## src/rtl/addsub_pkg.sv

```systemverilog
package addsub_pkg;

  localparam int GROUP_BITS = 4;

  typedef enum logic {
    OP_ADD = 1'b0,
    OP_SUB = 1'b1
  } op_mode_e;

  typedef struct packed {
    logic [GROUP_BITS-1:0] gen;
    logic [GROUP_BITS-1:0] prop;
  } gp_terms_t;

endpackage

```

## src/rtl/addsub_operand_cond.sv

```systemverilog
module addsub_operand_cond #(
  parameter int WIDTH = 4
) (
  input  logic [WIDTH-1:0] b_raw,
  input  logic             mode,
  output logic [WIDTH-1:0] b_eff,
  output logic             carry_seed
);
  // Inverting stage: each bit of B passes through an XOR keyed by the mode.
  genvar i;
  generate
    for (i = 0; i < WIDTH; i++) begin : g_inv
      assign b_eff[i] = b_raw[i] ^ mode;
    end
  endgenerate

  // The +1 of the two's complement enters through the chain carry-in.
  assign carry_seed = mode;
endmodule

```

## src/rtl/addsub_cla_group.sv

```systemverilog
module addsub_cla_group
  import addsub_pkg::*;
(
  input  logic [GROUP_BITS-1:0] a,
  input  logic [GROUP_BITS-1:0] b,
  input  logic                  cin,
  output logic [GROUP_BITS-1:0] sum,
  output logic                  c_top_in,
  output logic                  cout
);
  gp_terms_t t;
  logic c1, c2, c3;

  always_comb begin
    t.gen  = a & b;
    t.prop = a ^ b;
  end

  // Each carry is written out in two-level form from gen, prop and cin,
  // so no carry waits on the one below it.
  always_comb begin
    c1   = t.gen[0]
         | (t.prop[0] & cin);
    c2   = t.gen[1]
         | (t.prop[1] & t.gen[0])
         | (t.prop[1] & t.prop[0] & cin);
    c3   = t.gen[2]
         | (t.prop[2] & t.gen[1])
         | (t.prop[2] & t.prop[1] & t.gen[0])
         | (t.prop[2] & t.prop[1] & t.prop[0] & cin);
    cout = t.gen[3]
         | (t.prop[3] & t.gen[2])
         | (t.prop[3] & t.prop[2] & t.gen[1])
         | (t.prop[3] & t.prop[2] & t.prop[1] & t.gen[0])
         | (t.prop[3] & t.prop[2] & t.prop[1] & t.prop[0] & cin);
  end

  assign sum      = t.prop ^ {c3, c2, c1, cin};
  assign c_top_in = c3;
endmodule

```

## src/rtl/addsub_cla_chain.sv

```systemverilog
module addsub_cla_chain
  import addsub_pkg::*;
#(
  parameter int WIDTH = 4
) (
  input  logic [WIDTH-1:0] a,
  input  logic [WIDTH-1:0] b,
  input  logic             cin,
  output logic [WIDTH-1:0] sum,
  output logic             c_into_msb,
  output logic             c_out
);
  localparam int NGROUPS = WIDTH / GROUP_BITS;

  logic [NGROUPS:0]   grp_carry;
  logic [NGROUPS-1:0] grp_top_in;

  assign grp_carry[0] = cin;

  genvar k;
  generate
    for (k = 0; k < NGROUPS; k++) begin : g_grp
      addsub_cla_group u_grp (
        .a        (a[k*GROUP_BITS +: GROUP_BITS]),
        .b        (b[k*GROUP_BITS +: GROUP_BITS]),
        .cin      (grp_carry[k]),
        .sum      (sum[k*GROUP_BITS +: GROUP_BITS]),
        .c_top_in (grp_top_in[k]),
        .cout     (grp_carry[k+1])
      );
    end
  endgenerate

  assign c_into_msb = grp_top_in[NGROUPS-1];
  assign c_out      = grp_carry[NGROUPS];
endmodule

```

## src/rtl/addsub_flags_unit.sv

```systemverilog
module addsub_flags_unit
  import addsub_pkg::*;
#(
  parameter int WIDTH = 4
) (
  input  logic             clk,
  input  logic             rst,
  input  logic [WIDTH-1:0] op_a,
  input  logic [WIDTH-1:0] op_b,
  input  logic             sub_mode,
  output logic [WIDTH-1:0] result,
  output logic             carry_flag,
  output logic             ovf_flag
);
  op_mode_e         mode;
  logic [WIDTH-1:0] b_eff;
  logic             seed;
  logic [WIDTH-1:0] sum_c;
  logic             c_msb_in;
  logic             c_end;

  assign mode = op_mode_e'(sub_mode);

  addsub_operand_cond #(.WIDTH(WIDTH)) u_cond (
    .b_raw      (op_b),
    .mode       (mode == OP_SUB),
    .b_eff      (b_eff),
    .carry_seed (seed)
  );

  addsub_cla_chain #(.WIDTH(WIDTH)) u_chain (
    .a          (op_a),
    .b          (b_eff),
    .cin        (seed),
    .sum        (sum_c),
    .c_into_msb (c_msb_in),
    .c_out      (c_end)
  );

  always_ff @(posedge clk) begin
    if (rst) begin
      result     <= '0;
      carry_flag <= 1'b0;
      ovf_flag   <= 1'b0;
    end else begin
      result     <= sum_c;
      carry_flag <= c_end;
      ovf_flag   <= c_msb_in ^ c_end;
    end
  end
endmodule

```

## config.mk

```make
export PLATFORM = sky130hd
export DESIGN_NAME = addsub_flags_unit
export DESIGN_NICKNAME = d
export VERILOG_FILES = /design/src/rtl/addsub_pkg.sv /design/src/rtl/addsub_operand_cond.sv /design/src/rtl/addsub_cla_group.sv /design/src/rtl/addsub_cla_chain.sv /design/src/rtl/addsub_flags_unit.sv
export SDC_FILE = /design/constraint.sdc
export NUM_CORES = 1
export LEC_CHECK = 0
export BUFFER_PORTS_ARGS = -buffer_cell sky130_fd_sc_hd__buf_2
export CAP_MARGIN = 30
export CORE_AREA = 3 3 40 42
export CTS_CLUSTER_SIZE = 20
export DETAILED_ROUTE_END_ITERATION = 8
export DIE_AREA = 0 0 43 45
export PLACE_DENSITY = 0.49
export SETUP_SLACK_MARGIN = 0.1
export SYNTH_ARGS = -nofsm -noshare
export SYNTH_HDL_FRONTEND = slang
export SYNTH_SLANG_ARGS = --single-unit
```

## constraint.sdc

```tcl
create_clock -name clk -period 3.8 [get_ports clk]
set_clock_uncertainty 0.2 [all_clocks]
set_input_delay 0.19 -clock clk [delete_from_list [all_inputs] [get_ports clk]]
set_output_delay 0.19 -clock clk [all_outputs]
set_load 0.02 [all_outputs]
```

==> out/qor.yml, run 1 <==
avgSynthCellArea_sq_um: 10.81
powerDensity_nw_per_um2: 418.9
cp_slowest_stage_delay_ns: 0.32
cp_cell_sequence: "buf_2, xor2_1, ha_1, a211o_1, a21oi_4, mux2i_1"
ys_seq_area_share_pct: 33.68
core_sq_um: 1285
endpoint_kind: "flip-flop"
max_freq_mhz: 643.0
vias_per_cell: 4.313
grt_pass1_wl_microns: 1000
p_int_mw: 0.1388
drive_gt1_share_pct: 40.38
vdd_drop_max_mv: 0.1135
ant_nets: 0
routed_wl_microns: 604
finalWeightedCongestion: 0.6986
slowest_stage: "a211o_1"
setup_tns_ns: 0
antenna_cells: 0
cts_tree: "yes"
critPathBufInv: 1
io_pins: 17
die_area_sq_um: 1935
first_pass_iters: 2
max_cap_viol_count: 0
p_sw_share_pct: 30.47
relSlewSlack_pct: 86.67
nets: 69
period_minus_slack_ns: 1.555
grt_max_degree: 9
cellLeakagePower_nw: 0.2455
crit_start: "sub_mode"
syn-num-nets: 48
status: "completed"
crit_type: "primary input to flip-flop"
num_rows: 13
grt_pass1_vias: 261
crit_family: "compound AO/OA/AOI/OAI gates"
area_growth_pct: 33.68
num_vias: 289
postCtsSetupBuffers: 0
grt_overflow: 0
port_buffers: 16
drc_errors: 0
cts_root_buf: "clkbuf_4"
synth_area_sq_um: 356.6
hold_viol: 0
syn_inst: 33
cp-start-kind: "primary input"
slew_violations: 0
finalCritPeriodShare_pct: 40.92
dp_cells: 63
cp_max_fo: 8
grt_setup_unrepaired: "false"
setup_slack_ns: 2.245
instances_no_fill: 67
ys_ff_latch: 6
clockPowerShare_pct: 28.7
dpl_worst_slack_ns: 1.989
post_synth_num_cell_types: 16
track_usage_pct: 7.583
die_x_microns: 43
clk_pin_slew_worst_paths_ns: 0.05
p_sw_mw: 0.06085
worst_pin_slew_ns: 0.1988
max-clock-path-buffers: 2
cp.arrival_ns: 1.53
min-delay-start: "sub_mode"
seqPwrFrac_pct: 37.0
crit_required_ns: 3.77
cts_buffers: 3
drtIter0Drc: 2
h-tree-depth: 1
setup_viol: 0
wire_per_inst_microns: 9.015
ys.warnings.count: 0
p_comb_share_pct: 34.3
initial_core_util_pct: 27.75
antenna_found_initial: 0
worstHoldPathType: "primary input to flip-flop"
die_h_microns: 45
clock_sinks: 6
## final cells by class
class	count	area, sq um
clock buffer	3	22.52
timing repair buffer	17	90.09
multi-input combinational	26	225.2
fill	131	808.3
tap	15	18.77
sequential	6	120.1
## repair_timing
item,in CTS,in global routing
endpoints found under the hold margin,3,0
hold buffers,1,0
setup endpoints to repair,0,0
resized for setup,0,0
## synthesized netlist by cell type
cell type  n  area (sq um)
xnor2_1    1         8.760
nand2b_1   2         12.51
buf_6      1         11.26
a211oi_1   2         15.01
a211o_1    1         8.760
o21ai_0    1         5.000
nor2_1     2         7.510
o21a_1     1         7.510
a21o_1     1         7.510
mux2i_1    3         30.03
dfxtp_1    6         120.1
or3_1      1         6.260
xor2_1     5         43.79
a21oi_4    1         16.27
or2_2      1         6.260
ha_1       4         50.05
## logic make-up after synthesis
kind of cell             after synthesis  share of synthesized area [%]
multiplexers                           3                          8.421
flip-flops                             6                          33.69
AO/OA/AOI/OAI                          7                          16.84
XOR/XNOR                               6                          14.74
buffers and inverters                  1                          3.158
AND/OR/NAND/NOR                        6                          9.125
adder cells (fa/ha/maj)                4                          14.04
## power groups by stage
stage,Sequential (mW),Combinational [mW],Clock (mW)
2_1_floorplan,0.0873,0.0379,0
3_3_place_gp,0.0749,0.0692,0
3_5_place_dp,0.0751,0.0687,0
4_1_cts,0.0739,0.0697,0.0600
5_1_grt,0.0745,0.0762,0.0626
6_report,0.0738,0.0685,0.0573
## metrics by stage
step / power (mW) / utilization [%] / hold slack (ns) / area, sq um
2_1_floorplan: 0.1252 / - / 0.06238 / 356.6
3_3_place_gp: 0.1441 / 34.57 / 0.2365 / 444.2
3_5_place_dp: 0.1437 / 34.57 / 0.2296 / 444.2
4_1_cts: 0.2037 / 37.10 / 0.1363 / 476.7
5_1_grt: 0.2133 / 37.10 / 0.1631 / 476.7
6_report: 0.1997 / 37.10 / 0.1455 / 476.7
## registers in the layout (all words and copies together) (netlist names)
name,count
carry_flag,1
ovf_flag,1
result,4
## metal layers
metal / wire length [microns] / track usage, %
met4: 0 / 9.036
met5: 0 / 0
met2: 272 / 9.880
met3: 82 / 4.382
met1: 249 / 7.729
## path summary, 6_finish.rpt
kind                     to  slack (ns)  cells past startpoint
hold / removal    result[0]        0.15                      3
setup / recovery  result[3]        2.24                      6
## layout by cell type (no fill, tap or decap), drive strengths merged
| master | n |
|---|---|
| xnor2 | 1 |
| mux2i | 3 |
| nor2 | 2 |
| dlygate4sd3 | 1 |
| ha | 4 |
| or2 | 1 |
| xor2 | 5 |
| o21ai | 1 |
| o21a | 1 |
| a21o | 1 |
| buf | 16 |
| a211o | 1 |
| a21oi | 1 |
| clkbuf | 3 |
| dfxtp | 6 |
| nand2b | 2 |
| or3 | 1 |
| a211oi | 2 |
(Power assumes the default switching activity.)
==> inputs of run 2 (changes only) <==
--- a/config.mk
+++ b/config.mk
@@ -5,13 +5,14 @@
 export SDC_FILE = /design/constraint.sdc
 export NUM_CORES = 1
 export LEC_CHECK = 0
+export ABC_AREA = 1
 export BUFFER_PORTS_ARGS = -buffer_cell sky130_fd_sc_hd__buf_2
 export CAP_MARGIN = 30
 export CORE_AREA = 3 3 40 42
 export CTS_CLUSTER_SIZE = 20
 export DETAILED_ROUTE_END_ITERATION = 8
 export DIE_AREA = 0 0 43 45
-export PLACE_DENSITY = 0.49
+export PLACE_DENSITY = 0.54
 export SETUP_SLACK_MARGIN = 0.1
 export SYNTH_ARGS = -nofsm -noshare
 export SYNTH_HDL_FRONTEND = slang
==> constraint.sdc (replaced) <==
create_clock -name clk -period 1.5 [get_ports clk]
set_clock_uncertainty 0.2 [all_clocks]
set_input_delay 0.075 -clock clk [delete_from_list [all_inputs] [get_ports clk]]
set_output_delay 0.075 -clock clk [all_outputs]
set_load 0.02 [all_outputs]
==> run 2 against run 1 <==
Net effect:
- routed wire length is 22% higher
- final area rose by 21%
- cell count grew 42%
- first-iteration DRC count rose by 100%
- total power rose to 2.8 times the previous value
- sequential power grew to 2.5 times the previous value
- clock power increased to 2.5 times the previous value
- non-clock buffer count grew 5
- setup slack worse by 2.0 ns
- global-route usage grew 0.99 points
- worst hold slack worse by 0.13 ns
- die area unchanged
- largest power group is now combinational cells
==> out/qor.yml, run 2 <==
status: "completed"  # unchanged
clock_sinks: 6  # unchanged
slowest_stage: "ha_1"  # was a211o_1
synth_common_cells: "nand2_1, inv_1, dfxtp_1, nor2_1"  # was dfxtp_1, xor2_1, ha_1
muxShareOfSynthArea_pct: 0  # was 8.421%
synth_area_leaders: "dfxtp_1, ha_1, nand2_1"  # was dfxtp_1, ha_1, xor2_1
grt_pass1_vias: 351  # was 261
die_h_microns: 45  # unchanged
syn_inst: 56  # was 33
grt_overflow: 0  # unchanged
post-route-cell-area_sq_um: 575.6  # was 476.7 sq um
io_pins: 17  # unchanged
worstHoldPathType: "primary input to flip-flop"  # unchanged
grt_setup_unrepaired: "false"  # unchanged
num_rows: 13  # unchanged
synth_top_family_by_area: "simple AND/OR/NAND/NOR gates"  # was compound AO/OA/AOI/OAI gates
drc_errors: 0  # unchanged
drive_gt1_share_pct: 38.75  # was 40.38%
synth_edf_count: 0  # unchanged
ys.warnings.count: 0  # unchanged
die_x_microns: 43  # unchanged
post_synth_num_cell_types: 16  # unchanged
ant_nets: 0  # unchanged
cp_cell_sequence: "buf_2, xor2_1, ha_1, nand2_1, nor2_1, nor2_2, nand2_2, o21ai_1, nor2_1"  # was buf_2, xor2_1, ha_1, a211o_1, a21oi_4, mux2i_1
synth_area_sq_um: 412.9  # was 356.6 sq um
timing.critical_path.mode_cell: "nor2_1"
cts_root_buf: "clkbuf_4"  # unchanged
finalWeightedCongestion: 0.7371  # was 0.6986
slew_violations: 0  # unchanged
p_int_mw: 0.3699  # was 0.1388 mW
first_pass_iters: 4  # was 2
relSlewSlack_pct: 84.78  # was 86.67%
setup_tns_ns: 0  # unchanged
crit_type: "primary input to flip-flop"  # unchanged
wire_per_inst_microns: 7.768  # was 9.015 microns
endpoint_kind: "flip-flop"  # unchanged
p_sw_share_pct: 33.47  # was 30.47%
seqPwrFrac_pct: 33.6  # was 37.0%
ys_ff_latch: 6  # unchanged
p_comb_share_pct: 40.6  # was 34.3%
cp-start-kind: "primary input"  # unchanged
cp_max_fo: 5  # was 8
finalCritPeriodShare_pct: 85.87
max-clock-path-buffers: 2  # unchanged
hold_viol: 0  # unchanged
port_buffers: 16  # unchanged
drtIter0Drc: 4  # was 2
largest_register_ffs: 4  # unchanged
placed_area_sq_um: 533.0  # was 444.2 sq um
max_cap_viol_count: 0  # unchanged
synthAdderAreaFrac_pct: 12.12  # was 14.04%
max_freq_mhz: 776.3
h-tree-depth: 1  # unchanged
cp_slowest_stage_delay_ns: 0.35  # was 0.32 ns
synth_xor_area_share_pct: 8.485  # was 14.74%
cts_tree: "yes"  # unchanged
grt_max_degree: 6  # was 9
vdd_drop_max_mv: 0.4411  # was 0.1135 mV
cellLeakagePower_nw: 0.3181  # was 0.2455 nW
largestRegisters: "result (4), carry_flag (1), ovf_flag (1)"  # unchanged
synth_top_area_share_pct: 29.09  # was 33.68%
antenna_cells: 0  # unchanged
power.total_mw: 0.5559  # was 0.1997 mW
track_usage_pct: 8.576  # was 7.583%
regMostFlops: "result"  # unchanged
initial_core_util_pct: 32.13  # was 27.75%
ys_async_sr_fraction_pct: 0  # unchanged
syn-num-nets: 71  # was 48
vias_per_cell: 4.305  # was 4.313
nets: 97  # was 69
num_vias: 409  # was 289
setup_viol: 0  # unchanged
cts_resized: 0  # unchanged
synth_compound_area_share_pct: 11.52  # was 16.84%
area_growth_pct: 39.39  # was 33.68%
avgSynthCellArea_sq_um: 7.373  # was 10.81 sq um
clockPowerShare_pct: 25.9  # was 28.7%
antenna_found_initial: 0  # unchanged
hpwlAfterDp_microns: 633.5
period_minus_slack_ns: 1.288
synth.largest_area_cell: "dfxtp_1"  # unchanged
grt_pass1_wl_microns: 1200  # was 1000 microns
cp.arrival_ns: 1.22  # was 1.53 ns
synth_flop_cell: "dfxtp_1"  # unchanged
whs_path_depth: 4  # was 3
synthSimpleGateAreaFrac_pct: 28.79  # was 9.123%
postCtsSetupBuffers: 0  # unchanged
clk_pin_slew_worst_paths_ns: 0.04  # was 0.05 ns
core_sq_um: 1285  # unchanged
powerDensity_nw_per_um2: 965.9  # was 418.9 nW/um^2
ys_seq_area_share_pct: 29.09  # was 33.68%
cts_buffers: 3  # unchanged
layout_common_cells: "buf_2, nand2_1, inv_1, dfxtp_1, nor2_1"  # was buf_2, dfxtp_1, xor2_1, ha_1
yosysMostFrequentCell: "nand2_1"  # was dfxtp_1
die_area_sq_um: 1935  # unchanged
crit_required_ns: 1.43  # was 3.77 ns
routed_wl_microns: 738  # was 604 microns
worst_pin_slew_ns: 0.2283  # was 0.1988 ns
p_sw_mw: 0.1860  # was 0.06085 mW
final_common_cell: "buf_2"  # unchanged
-- run 2: cell count changes after synthesis, moves of 2 or more --
cell,change
a211oi_1,-2
a21oi_1,+4
inv_1,+7
mux2i_1,-3
nand2_1,+10
nand2_2,+3
nand2b_1,-2
nor2_1,+4
nor2_2,+2
o21ai_1,+4
-- run 2: stage by stage --
step                      hold slack [ns]  instances  setup slack (ns)  util [%]
final                             0.01351         95            0.2119     44.79
after global routing              0.03072         95            0.1019     44.79
after CTS                         0.01130         95            0.2066     44.79
after detailed placement          0.04920         90          -0.05361     41.48
after global placement            0.05039         90          -0.03241     41.48
after floorplan                  -0.05593         56           0.07047         -
-- run 2: repair_timing --
item / CTS / global route
endpoints found under the hold margin: 6 / 0
hold buffers: 2 / 0
setup endpoints to repair: 0 / 0
-- run 2: worst max-delay path: cells and delay by family --
family	cells	cell delay [ns]
buffers and inverters	1	0.14
and+or+nand+nor	5	0.37
xor gates and xnor gates	1	0.15
adders and majority gates	1	0.35
AOI/OAI and AO/OA	1	0.14
-- run 2: final timing paths --
path | slack (ns) | start | endpoint
worst max-delay path | 0.21 | sub_mode | result[3]
worst min-delay path | 0.01 | op_b[0] | result[1]
-- run 2: logic make-up (layout without fill, tap and decap cells) --
logic type	count (synthesis)	after routing
simple gates	24	24
compound gates	9	9
buf+inv	9	33
flops	6	6
fa+ha+maj	4	4
xor+xnor	4	4
-- run 2: area by class of cell --
type	count	area, sq um
flip-flops and latches	6	120.1
well taps	15	18.77
clock buffers	3	22.52
multi-input cells	41	254.0
fillers	151	709.4
inverters	8	30.03
repair buffers	22	130.1
-- run 2: metal layers --
layer	up-vias	track usage (%)	part of all wire, %
met2	10	15.57	52
met5	-	0	0
met3	0	5.976	8.7
met4	0	1.807	0
met1	174	7.952	39
li1	225	-	-
-- run 2: power groups by stage --
stage	clock network (mW)	registers [mW]	logic (mW)
after CTS	0.151	0.187	0.229
after detailed placement	0	0.189	0.224
after floorplan	0	0.220	0.126
after global placement	0	0.189	0.223
final	0.144	0.187	0.225
after global routing	0.166	0.188	0.255
==> inputs of run 3 (changes only) <==
--- a/config.mk
+++ b/config.mk
@@ -6,13 +6,12 @@
 export NUM_CORES = 1
 export LEC_CHECK = 0
 export ABC_AREA = 1
-export BUFFER_PORTS_ARGS = -buffer_cell sky130_fd_sc_hd__buf_2
-export CAP_MARGIN = 30
 export CORE_AREA = 3 3 40 42
 export CTS_CLUSTER_SIZE = 20
 export DETAILED_ROUTE_END_ITERATION = 8
 export DIE_AREA = 0 0 43 45
-export PLACE_DENSITY = 0.54
+export DONT_BUFFER_PORTS = 1
+export PLACE_DENSITY = 0.43
 export SETUP_SLACK_MARGIN = 0.1
 export SYNTH_ARGS = -nofsm -noshare
 export SYNTH_HDL_FRONTEND = slang
==> run 3 against run 2 <==
Net effect:
- sequential share of layout area grew 3.4 points
- critical endpoint unchanged
- count of clock-buffer cells in the layout did not move
- global-route usage up 0.069 points
- largest power group is now registers
- flip-flop and latch count is the same
- cell count fell by 18%
- total power shrank 8.1%
- combinational power decreased by 33%
- die area is the same
- critical path depth is 4 lower
==> out/qor.yml, run 3 (synthesized netlist as in run 2, its figures left out) <==
status: "completed"  # unchanged
hpwlAfterDp_microns: 585  # was 633.5 microns
routed_wl_microns: 721  # was 738 microns
port_buffers: 0  # was 16
worstHoldPathType: "primary input to flip-flop"  # unchanged
worst_pin_slew_ns: 0.2233  # was 0.2283 ns
setup_tns_ns: 0  # unchanged
largestRegisters: "result (4), carry_flag (1), ovf_flag (1)"  # unchanged
area_growth_pct: 20.00  # was 39.39%
setup_viol: 0  # unchanged
grt_pass1_wl_microns: 1179  # was 1200 microns
drc_errors: 0  # unchanged
drive_gt1_share_pct: 17.46  # was 38.75%
dpl_worst_slack_ns: 0.1038  # was -0.05361 ns
post-route-cell-area_sq_um: 495.5  # was 575.6 sq um
endpoint_kind: "flip-flop"  # unchanged
vias_per_cell: 4.333  # was 4.305
track_usage_pct: 8.645  # was 8.576%
whs_path_depth: 3  # was 4
regMostFlops: "result"  # unchanged
grt-busiest-layer: "met2"  # unchanged
wire_per_inst_microns: 9.244  # was 7.768 microns
hold_buffers: 5  # was 2
io_pins: 17  # unchanged
max-clock-path-buffers: 2  # unchanged
grt_max_degree: 6  # unchanged
met1_usage_pct: 11.03  # was 7.952%
ant_nets: 0  # unchanged
crit_type: "primary input to flip-flop"  # unchanged
initial_core_util_pct: 32.13  # unchanged
postCtsSetupBuffers: 0  # unchanged
grt_pass1_vias: 298  # was 351
period_minus_slack_ns: 1.334  # was 1.288 ns
die_x_microns: 43  # unchanged
setup_slack_ns: 0.1660  # was 0.2119 ns
cp.arrival_ns: 1.26  # was 1.22 ns
relSlewSlack_pct: 85.12  # was 84.78%
cp-start-kind: "primary input"  # unchanged
cts_buffers: 3  # unchanged
finalCritPeriodShare_pct: 88.93  # was 85.87%
grt_setup_unrepaired: "false"  # unchanged
die_h_microns: 45  # unchanged
crit_required_ns: 1.43  # about the same
vdd_drop_max_mv: 0.2238  # was 0.4411 mV
slew_violations: 0  # unchanged
finalWeightedCongestion: 0.7450  # was 0.7371
cts_resized: 0  # unchanged
cellLeakagePower_nw: 0.2438  # was 0.3181 nW
core_sq_um: 1285  # unchanged
clock_sinks: 6  # unchanged
hold-path-endpoint: "carry_flag"  # was result[1]
antenna_cells: 0  # unchanged
hold_viol: 0  # unchanged
h-tree-depth: 1  # unchanged
clk_pin_slew_worst_paths_ns: 0.04  # about the same
min-delay-start: "op_a[3]"  # was op_b[0]
die_area_sq_um: 1935  # unchanged
num_vias: 338  # was 409
grtUsageMet2_pct: 11.08  # was 15.57%
first_pass_iters: 2  # was 4
antenna_found_initial: 0  # unchanged
grtUsageMet3_pct: 2.390  # was 5.976%
max_cap_viol_count: 0  # unchanged
final_common_cell: "nand2_1"  # was buf_2
max_freq_mhz: 749.6  # was 776.3 MHz
cts_tree: "yes"  # unchanged
layout_common_cells: "nand2_1, inv_1, dfxtp_1, nor2_1, dlygate4sd3_1"  # was buf_2, nand2_1, inv_1, dfxtp_1, nor2_1
drtIter0Drc: 6  # was 4
num_rows: 13  # unchanged
grt_overflow: 0  # unchanged
powerDensity_nw_per_um2: 1031  # was 965.9 nW/um^2
cts_root_buf: "clkbuf_4"  # unchanged
placed_area_sq_um: 422.9  # was 533.0 sq um
nets: 80  # was 97
cp_max_fo: 5  # unchanged
largest_register_ffs: 4  # unchanged
-- run 3: cell count changes in the layout (fill, tap and decap cells not counted) --
cell	delta
buf_2	-16
buf_4	-4
dlygate4sd3_1	+3
-- run 3: final cells by class --
| class | instances | area, sq um |
|---|---|---|
| Tap cell | 15 | 18.77 |
| Inverter | 8 | 30.03 |
| Fill cell | 155 | 789.5 |
| Clock buffer | 3 | 22.52 |
| Timing Repair Buffer | 5 | 50.05 |
| Multi-Input combinational cell | 41 | 254.0 |
| Sequential cell | 6 | 120.1 |
-- run 3: worst max path at each step --
stage | startpoint | endpoint | slack, ns
2_1_floorplan | sub_mode | result[3] | 0.07
3_3_place_gp | op_b[2] | result[3] | 0.09
3_5_place_dp | op_b[2] | result[3] | 0.10
4_1_cts | sub_mode | result[3] | 0.16
5_1_grt | sub_mode | result[3] | 0.11
6_report | sub_mode | result[3] | 0.17
-- run 3: worst max-delay path, stage by stage --
cell,delay (ns)
xor2_1,0.14
ha_1,0.32
dlygate4sd3_1,0.57
o21ai_1,0.11
nor2_1,0.05
-- run 3: report_power, final --
group	total, mW	internal [mW]	switching (mW)
Sequential	0.218	0.183	0.0351
Combinational	0.150	0.0659	0.0841
Clock	0.143	0.0901	0.0525
Total	0.511	0.339	0.172
-- run 3: stage by stage --
step	hold slack [ns]	power (mW)	cells	utilization [%]
finish	0.0006393	0.5110	78	38.56
global route	0.01565	0.5591	78	38.56
CTS	-0.0003745	0.5222	78	38.56
detailed placement	-0.04776	0.3578	70	32.91
global placement	-0.04832	0.3580	70	32.91
floorplan	-0.05593	0.3465	56	-
-- run 3: metal layers --
layer / part of all wire (%) / vias to the layer above
li1: - / 194
met1: 49 / 129
met2: 42 / 13
met3: 6.7 / 2
met4: 2.4 / 0
met5: 0 / -
